===== src/rtl/fsmode_pkg.sv =====
package fsmode_pkg;

  typedef enum logic [1:0] {
    MODE_STARTUP = 2'b00,
    MODE_NORMAL  = 2'b01,
    MODE_SLEEP   = 2'b10
  } opMode_e;

  // mode register write codes
  localparam logic [2:0] WR_NORMAL  = 3'b101;
  localparam logic [2:0] WR_SLEEP   = 3'b011;
  localparam logic [2:0] WR_FLASH_A = 3'b111;
  localparam logic [2:0] WR_FLASH_B = 3'b001;
  localparam int         FLASH_STEPS = 3;

  // reset-source codes
  localparam logic [3:0] SRC_POWERON  = 4'b0000;
  localparam logic [3:0] SRC_WDOG     = 4'b0010;
  localparam logic [3:0] SRC_SLEEP_WD = 4'b0011;
  localparam logic [3:0] SRC_CAN      = 4'b0100;
  localparam logic [3:0] SRC_PIN      = 4'b0101;
  localparam logic [3:0] SRC_FLASH    = 4'b0110;
  localparam logic [3:0] SRC_OVERLOAD = 4'b0111;

  // control -> datapath strobes
  typedef struct packed {
    logic       loadReset;
    logic [3:0] srcCode;
  } ctrlStb_t;

  // datapath -> control status
  typedef struct packed {
    logic legalWr;
    logic cntZero;
    logic flashDone;
    logic pinFall;
  } dpStat_t;

  // expected code at each step of the flash-entry sequence
  function automatic logic [2:0] flashCode(input int step);
    return (step == 1) ? WR_FLASH_B : WR_FLASH_A;
  endfunction

endpackage


===== src/rtl/mode_ctrl_datapath.sv =====
module mode_ctrl_datapath
  import fsmode_pkg::*;
#(
  parameter int RST_CYCLES  = 6,
  parameter int SYNC_STAGES = 2
) (
  input  logic       clk,
  input  logic       rstN,
  input  logic       modeWrStb,
  input  logic [2:0] modeWrCode,
  input  logic       wdWindowOk,
  input  logic       wakePin,
  input  logic       inNormal,
  input  ctrlStb_t   stb,
  output dpStat_t    stat,
  output logic [3:0] resetSrc
);

  localparam int CNT_W  = $clog2(RST_CYCLES + 1);
  localparam int STEP_W = $clog2(FLASH_STEPS);

  // wake pin synchroniser and fall detector
  logic [SYNC_STAGES-1:0] syncQ;
  logic                   pinLast;

  generate
    if (SYNC_STAGES == 1) begin : gSyncOne
      always_ff @(posedge clk or negedge rstN) begin
        if (!rstN) syncQ <= 1'b1;
        else       syncQ <= wakePin;
      end
    end else begin : gSyncChain
      always_ff @(posedge clk or negedge rstN) begin
        if (!rstN) syncQ <= '1;
        else       syncQ <= {syncQ[SYNC_STAGES-2:0], wakePin};
      end
    end
  endgenerate

  always_ff @(posedge clk or negedge rstN) begin
    if (!rstN) pinLast <= 1'b1;
    else       pinLast <= syncQ[SYNC_STAGES-1];
  end

  // reset pulse counter
  logic [CNT_W-1:0] rstCnt;

  always_ff @(posedge clk or negedge rstN) begin
    if (!rstN)               rstCnt <= CNT_W'(RST_CYCLES);
    else if (stb.loadReset)  rstCnt <= CNT_W'(RST_CYCLES);
    else if (rstCnt != '0)   rstCnt <= rstCnt - 1'b1;
  end

  // flash-entry sequence tracker
  logic [STEP_W-1:0] step, stepNext;
  logic              legalWr, flashHit;

  assign legalWr = modeWrStb && wdWindowOk;

  always_comb begin
    stepNext = step;
    flashHit = 1'b0;
    if (!inNormal) begin
      stepNext = '0;
    end else if (modeWrStb) begin
      if (legalWr && modeWrCode == flashCode(int'(step))) begin
        if (int'(step) == FLASH_STEPS - 1) begin
          flashHit = 1'b1;
          stepNext = '0;
        end else begin
          stepNext = step + 1'b1;
        end
      end else begin
        stepNext = '0;
      end
    end
  end

  always_ff @(posedge clk or negedge rstN) begin
    if (!rstN) step <= '0;
    else       step <= stepNext;
  end

  // reset-source register
  always_ff @(posedge clk or negedge rstN) begin
    if (!rstN)              resetSrc <= SRC_POWERON;
    else if (stb.loadReset) resetSrc <= stb.srcCode;
  end

  assign stat.legalWr   = legalWr;
  assign stat.cntZero   = (rstCnt == '0);
  assign stat.flashDone = flashHit;
  assign stat.pinFall   = pinLast && !syncQ[SYNC_STAGES-1];

endmodule


===== src/rtl/mode_ctrl_fsm.sv =====
module mode_ctrl_fsm
  import fsmode_pkg::*;
(
  input  logic       clk,
  input  logic       rstN,
  input  logic [2:0] modeWrCode,
  input  logic       wdExpired,
  input  logic       wdSleepRun,
  input  logic       canWake,
  input  logic       auxOverload,
  input  logic       auxCyclicOrOn,
  input  logic       v2Ctrl,
  input  dpStat_t    stat,
  output ctrlStb_t   stb,
  output logic       inNormal,
  output logic [1:0] curMode,
  output logic       resetN,
  output logic       regEnable,
  output logic       inhibitOe,
  output logic       sysInhibit,
  output logic       enableOut
);

  opMode_e mode, modeNext;

  always_comb begin
    modeNext      = mode;
    stb.loadReset = 1'b0;
    stb.srcCode   = SRC_POWERON;
    unique case (mode)
      MODE_STARTUP: begin
        if (wdExpired) begin
          stb.loadReset = 1'b1;
          stb.srcCode   = SRC_WDOG;
        end else if (stat.cntZero && stat.legalWr && modeWrCode == WR_NORMAL) begin
          modeNext = MODE_NORMAL;
        end
      end
      MODE_NORMAL: begin
        if (wdExpired) begin
          stb.loadReset = 1'b1;
          stb.srcCode   = SRC_WDOG;
        end else if (stat.flashDone) begin
          stb.loadReset = 1'b1;
          stb.srcCode   = SRC_FLASH;
        end else if (stat.legalWr && modeWrCode == WR_SLEEP) begin
          modeNext = MODE_SLEEP;
        end
      end
      MODE_SLEEP: begin
        if (wdExpired && wdSleepRun) begin
          stb.loadReset = 1'b1;
          stb.srcCode   = SRC_SLEEP_WD;
        end else if (canWake) begin
          stb.loadReset = 1'b1;
          stb.srcCode   = SRC_CAN;
        end else if (stat.pinFall) begin
          stb.loadReset = 1'b1;
          stb.srcCode   = SRC_PIN;
        end else if (auxOverload && auxCyclicOrOn) begin
          stb.loadReset = 1'b1;
          stb.srcCode   = SRC_OVERLOAD;
        end
      end
      default: begin
        stb.loadReset = 1'b1;
        stb.srcCode   = SRC_POWERON;
      end
    endcase
    if (stb.loadReset) modeNext = MODE_STARTUP;
  end

  always_ff @(posedge clk or negedge rstN) begin
    if (!rstN) mode <= MODE_STARTUP;
    else       mode <= modeNext;
  end

  assign inNormal   = (mode == MODE_NORMAL);
  assign curMode    = mode;
  assign resetN     = (mode == MODE_NORMAL) || (mode == MODE_STARTUP && stat.cntZero);
  assign regEnable  = (mode != MODE_SLEEP);
  assign inhibitOe  = (mode != MODE_SLEEP);
  assign sysInhibit = (mode != MODE_SLEEP) || v2Ctrl;
  assign enableOut  = (mode == MODE_NORMAL);

endmodule


===== src/rtl/failsafe_mode_ctrl.sv =====
module failsafe_mode_ctrl
  import fsmode_pkg::*;
#(
  parameter int RST_CYCLES  = 6,
  parameter int SYNC_STAGES = 2
) (
  input  logic       clk,
  input  logic       rstN,
  input  logic       modeWrStb,
  input  logic [2:0] modeWrCode,
  input  logic       wdWindowOk,
  input  logic       wdExpired,
  input  logic       wdSleepRun,
  input  logic       canWake,
  input  logic       wakePin,
  input  logic       auxOverload,
  input  logic       auxCyclicOrOn,
  input  logic       v2Ctrl,
  output logic       resetN,
  output logic       regEnable,
  output logic       enableOut,
  output logic       inhibitOe,
  output logic       sysInhibit,
  output logic [3:0] resetSrc,
  output logic [1:0] curMode
);

  ctrlStb_t stb;
  dpStat_t  stat;
  logic     inNormal;

  mode_ctrl_fsm uCtrl (
    .clk           (clk),
    .rstN          (rstN),
    .modeWrCode    (modeWrCode),
    .wdExpired     (wdExpired),
    .wdSleepRun    (wdSleepRun),
    .canWake       (canWake),
    .auxOverload   (auxOverload),
    .auxCyclicOrOn (auxCyclicOrOn),
    .v2Ctrl        (v2Ctrl),
    .stat          (stat),
    .stb           (stb),
    .inNormal      (inNormal),
    .curMode       (curMode),
    .resetN        (resetN),
    .regEnable     (regEnable),
    .inhibitOe     (inhibitOe),
    .sysInhibit    (sysInhibit),
    .enableOut     (enableOut)
  );

  mode_ctrl_datapath #(
    .RST_CYCLES  (RST_CYCLES),
    .SYNC_STAGES (SYNC_STAGES)
  ) uDp (
    .clk        (clk),
    .rstN       (rstN),
    .modeWrStb  (modeWrStb),
    .modeWrCode (modeWrCode),
    .wdWindowOk (wdWindowOk),
    .wakePin    (wakePin),
    .inNormal   (inNormal),
    .stb        (stb),
    .stat       (stat),
    .resetSrc   (resetSrc)
  );

endmodule


===== config.mk =====
export PLATFORM = sky130hd
export DESIGN_NAME = failsafe_mode_ctrl
export DESIGN_NICKNAME = d
export VERILOG_FILES = /design/src/rtl/fsmode_pkg.sv /design/src/rtl/mode_ctrl_datapath.sv /design/src/rtl/mode_ctrl_fsm.sv /design/src/rtl/failsafe_mode_ctrl.sv
export SDC_FILE = /design/constraint.sdc
export NUM_CORES = 1
export LEC_CHECK = 0
export ABC_AREA = 1
export CAP_MARGIN = 40
export CELL_PAD_IN_SITES_DETAIL_PLACEMENT = 0
export CELL_PAD_IN_SITES_GLOBAL_PLACEMENT = 1
export CORE_MARGIN = 1
export CORE_UTILIZATION = 40
export CTS_BUF_LIST = sky130_fd_sc_hd__clkbuf_8
export DETAILED_ROUTE_END_ITERATION = 10
export DONT_BUFFER_PORTS = 1
export PLACE_DENSITY = 0.83
export SYNTH_ARGS = -nofsm -noshare
export SYNTH_HDL_FRONTEND = slang
export SYNTH_SLANG_ARGS = --single-unit

===== constraint.sdc =====
create_clock -name clk -period 3.1 [get_ports clk]
set_clock_uncertainty 0.05 [all_clocks]
set_input_delay 0.465 -clock clk [delete_from_list [all_inputs] [get_ports clk]]
set_output_delay 0.465 -clock clk [all_outputs]
set_load 0.05 [all_outputs]

* Word level (Yosys, flattened, before mapping)
Cells that the tools add are included.
Operators by class: $add $sub $neg 2, equality and inequality tests 14, multiplexer cells 26, reduce and logical (&&, ||, !) cells 18
Operators with widths (count):
- $mux W5 | 7
- $mux W2 | 10
- $pmux W5 S3 | 1
- $ne A3 B3 Y1 const B | 4
- $logic_and A1 B1 Y1 | 9
- $mux W3 | 3
- $eq A2 B2 Y1 const B | 3
- $reduce_and A6 Y1 | 1
- $reduce_bool A3 Y1 | 2
- $mux W1 | 4
- $ne A2 B2 Y1 const B | 2
- $pmux W2 S2 | 1
- $eq A3 B2 Y1 const B | 1
- $eq A3 B3 Y1 | 1
- $eq A3 B3 Y1 const B | 1
- $logic_not A3 Y1 | 1
- $ne A3 B2 Y1 const B | 1
- $sub A3 B1 Y3 const B | 1
- $add A2 B1 Y2 const B | 1
- $eq A2 B1 Y1 const B | 1
- $logic_not A2 Y1 | 1
- $logic_or A1 B1 Y1 | 2
- $reduce_bool A2 Y1 | 1
- $logic_not A1 Y1 | 1
Word-level totals: bits in registers 14, input port bits 14, output and inout port bits 11, word-level logic and storage cells 66

* Longest topological paths before layout
depth in word-level cells 12, gate-level depth with buffers 9, mapped depth without buffers 9

* Cells and area by module
Synthesis repeated with hierarchy kept, for this count alone.
Second synthesis, totals: cells, all modules 121, area, all modules 892.1 µm²
By module, submodules not included:
- mode_ctrl_datapath | times used 1, cells an instance 66, area each 569.3 µm², sequential area each 306.5 µm²
- mode_ctrl_fsm | times used 1, cells an instance 55, area each 322.8 µm², sequential area each 50.0 µm²

* Worst setup path before layout
No wires, ideal clock.
path kind register -> output, start register uCtrl.mode[0] (netlist: uCtrl.curMode[0]), end output resetN, arrival 1.608 ns, data required time 2.585 ns, slack 0.977 ns, stages on the path, launching flop included 3, buffers on the path 0, path through dfrtp_1 inv_2 a21oi_1
On the way: longest elaborated chain between the ends 3, elaborated cells on any way between the ends 4, classes of those cells 1 x eq/ne; 3 x reduce/logical
Ends and longest elaborated chain:
- start, declared | RTL line mode_ctrl_fsm.sv:24 | opMode_e mode, modeNext;
- start signal, assigned | RTL line mode_ctrl_fsm.sv:75 | else mode <= modeNext;
- $logic_not A2 Y1 | RTL line mode_ctrl_fsm.sv:80 | assign resetN = (mode == MODE_NORMAL) || (mode == MODE_STARTUP && stat.cntZero);
- $logic_and A1 B1 Y1 | RTL line mode_ctrl_fsm.sv:80
- $logic_or A1 B1 Y1 (*) | RTL line mode_ctrl_fsm.sv:80
- end, declared | RTL line failsafe_mode_ctrl.sv:19 | output logic resetN,
Every way passes the cells marked *; elsewhere a longest branch is shown, timed or not.

* Final worst setup path
start register uCtrl.mode[1] (netlist: uCtrl.curMode[1]), end output sysInhibit
On the way: longest elaborated chain between the ends 2
Ends and longest elaborated chain:
- $ne A2 B2 Y1
- net inhibitOe | RTL line failsafe_mode_ctrl.sv:22 | output logic inhibitOe,
- $logic_or A1 B1 Y1 | RTL line mode_ctrl_fsm.sv:83 | assign sysInhibit = (mode != MODE_SLEEP) || v2Ctrl;
- end, declared | RTL line failsafe_mode_ctrl.sv:23 | output logic sysInhibit,
The timed path passes the listed nets, and every way through them passes these cells.

==> out/results.tsv <==
stage	metric	value	unit
grt	grt_overflow	0	
pwr	powerDensity	473	mW/mm2
logic_synthesis	synth_cell_type_count	25	
grt	gr-usage-met1	18.9	%
clocking	cts-root-buf	clkbuf_8	
run	maxCapViolations	0	
floorplan	die_w	45.9	um
grt	grt_max_degree	9	
clocking	cts.sinks	13	
timing	post-route-worst-setup-slack	0.541	ns
timing	tns	0	ns
floorplan	start_util	43.8	%
pwr	combPwrFrac	16.0	%
timing	worstMarginPinSlew	0.686	ns
clocking	ctsResizeCount	0	
placed_design	placed_cells	126	
timing	setup_viol	0	
clocking	htreeDepth	1	
placed_design	place_congestion	0.747	
logic_synthesis	avgSynthCellArea	7.64	um2
timing	drv_slew	0	
clocking	clk_pin_slew	0.05	ns
final_layout	area.growth.synth_to_final	11.2	%
detailed_routing	finalWirelength	1360	um
placed_design	io_buffers	0	
setup_path	worstSetupEndpointType	output pin	
final_layout	final_nets	123	
logic_synthesis	netlist_area	772	um2
status	outcome	finished clean	
timing	hold_viol	0	
detailed_routing	drc_errors	0	
logic_synthesis	syn_inst	101	
timing	fin_crit	2.56	ns
clocking	clk_latency	0.23	ns
logic_synthesis	synth_nets	117	
detailed_routing	num_vias	590	
detailed_routing	wl_per_cell	10.3	um
grt	grt.busiest_layer	met2	
setup_path	crit_type	register to output pin	
logic_synthesis	ys_warn_count	0	
logic_synthesis	synthDominantCellAreaShare	25.9	%
timing	slew_headroom	54.3	%
final_layout	final_area	858	um2
setup_path	timing.critical_path.from_type	register	
grt	grt_pass1_vias	539	
final_layout	fin_cells	131	
final_layout	drive_gt1_share	21.7	%
floorplan	dieArea	0.00211	mm2
placed_design	dpl_cell_area	803	um2
pwr	switching_share	25.7	%
grt	grt.met2_usage	22.8	%
floorplan	die_y	45.9	um
clocking	numCtsBuffers	3	
pwr	p_leak	0.448	nW
clocking	cts_tree	yes	
pwr	ir_drop	0.265	mV
floorplan	io_pins	25	
clocking	cts_buffer_depth	2	
detailed_routing	ant_nets	0	
pwr	switchingPower	0.104	mW
detailed_routing	drt-pass1-iter-count	3	
floorplan	fp.coreArea	0.00176	mm2
logic_synthesis	synth_seq_area_share	42.9	%
timing	max_freq	391	MHz
floorplan	rows	15	
pwr	pwr-share-clk	34.7	%
pwr	internal_power	0.302	mW
timing	rsz0062_at_grt	false	
logic_synthesis	yosysTopAreaCell	dfrtp_1	
timing	whs	0.0193	ns
logic_synthesis	yosys_register_bits	13	
setup_path	worstPathRequired	2.58	ns
setup_path	cp_data_arrival_time	2.04	ns
grt	grt_antenna_before_repair	0	
timing	finalCritPeriodShare	82.5	%
setup_path	path_max_fanout	7	
detailed_routing	drt_iter0_drc	5	
placed_design	dpl.hpwl	1100	um
pwr	seqPwrFrac	49.3	%
detailed_routing	viasPerCell	4.50	
worst_hold_path	min_path_type	input pin to asynchronous set/reset pin	
clocking	cts_hold_buf	1	
placed_design	place_ws	0.783	ns
clocking	post_cts_buffers	0	
logic_synthesis	synth_area_leaders	dfrtp_1 26%, dfstp_2 17%, nand2_1 9.2%	
grt	grt_use_total	14.5	%
final_layout	diodes	0	
grt	grt_pass1_wl	2140	um
grt	grt_use_met3	2.78	%
## cells by family (layout without fill, tap and decap cells)
kind of cell    Yosys count  count (layout)  synth area share [%]
xor+xnor                  2               2                  2.27
simple gates             50              50                  30.8
fa+ha+maj                 2               2                  3.24
flops                    13              13                  43.0
compound gates           12              12                  9.08
other cells               1               1                 0.486
buf+inv                  21              26                  11.2
## cell type report
| class | instances | area, um2 |
|---|---|---|
| Fill cell | 190 | 906 |
| Multi-Input combinational cell | 67 | 354 |
| Sequential cell | 13 | 332 |
| Inverter | 19 | 71.3 |
| Clock buffer | 3 | 41.3 |
| Tap cell | 25 | 31.3 |
| Timing Repair Buffer | 3 | 25.0 |
| Clock inverter | 1 | 3.75 |
## sequential cells by signal, summed over array words and instances, names as in the netlist
| signal | count |
|---|---|
| uDp.resetSrc | 3 |
| uDp.pinLast | 1 |
| uDp.syncQ | 2 |
| uDp.rstCnt | 3 |
| uDp.step | 2 |
| uCtrl.curMode | 2 |
## placed cells by master (no fill, tap or decap), drive strengths merged
cell	n
o21ai	5
buf	2
or2	1
a31oi	1
dfrtp	8
conb	1
nand2	21
inv	20
dfstp	5
o21bai	1
a21oi	4
xnor2	1
clkbuf	3
nand3	11
xor2	1
nor2	14
o211ai	1
nand4	1
dlygate4sd3	1
ha	2
nor3	1
nor2b	1
## through the flow
step | util, % | power [mW]
6_report | 48.7 | 0.406
5_1_grt | 48.7 | 0.430
4_1_cts | 48.7 | 0.413
3_5_place_dp | 45.5 | 0.265
3_3_place_gp | 45.5 | 0.263
2_1_floorplan | - | 0.255
## synthesized netlist by cell type
master    count
o21bai_1      1
nor2_4        3
a31oi_1       1
o211ai_1      1
xor2_1        1
nor2b_1       1
a21oi_1       3
nand3_1      11
conb_1        1
dfstp_2       5
o21ai_1       2
o21ai_0       3
nand4_1       1
nor2_1       11
xnor2_1       1
inv_1        12
nor3_1        1
or2_1         1
inv_2         7
buf_4         2
a21oi_2       1
dfrtp_1       8
nand2_2       2
nand2_1      19
ha_1          2
## final timing paths
path                                  startpoint               end  slack (ns)  depth (start not counted)
worst min register to register      uDp.syncQ[0]      uDp.syncQ[1]        0.31                          0
worst max register to register  uCtrl.curMode[1]  uCtrl.curMode[1]        1.28                          6
max in group asynchronous                   rstN   uDp.resetSrc[0]        2.20                          1
worst max-delay path            uCtrl.curMode[1]        sysInhibit        0.54                          4
worst min-delay path                        rstN     uDp.rstCnt[1]        0.02                          0
min in group clk                         wakePin      uDp.syncQ[0]        0.17                          0
## power by group through the flow
stage                     Clock (mW)  Combinational [mW]  Sequential, mW
final                          0.141              0.0649           0.200
after global routing           0.153              0.0754           0.201
after CTS                      0.146              0.0660           0.200
after detailed placement           0              0.0622           0.203
after global placement             0              0.0610           0.202
after floorplan                    0              0.0538           0.201
## critical path, stage by stage (launching register included)
cell and delay, ns:
dfrtp_1 0.78, inv_2 0.08, nor2_1 0.21, inv_2 0.26
or2_1 0.48
## metal layers
layer | share of wire, % | up-vias | wire (um)
met5 | 0 | - | 0
met4 | 0 | 0 | 0
met3 | 4.6 | 0 | 63
met2 | 45 | 13 | 612
met1 | 50 | 255 | 680
li1 | - | 322 | -
(Power assumes the default switching activity.)
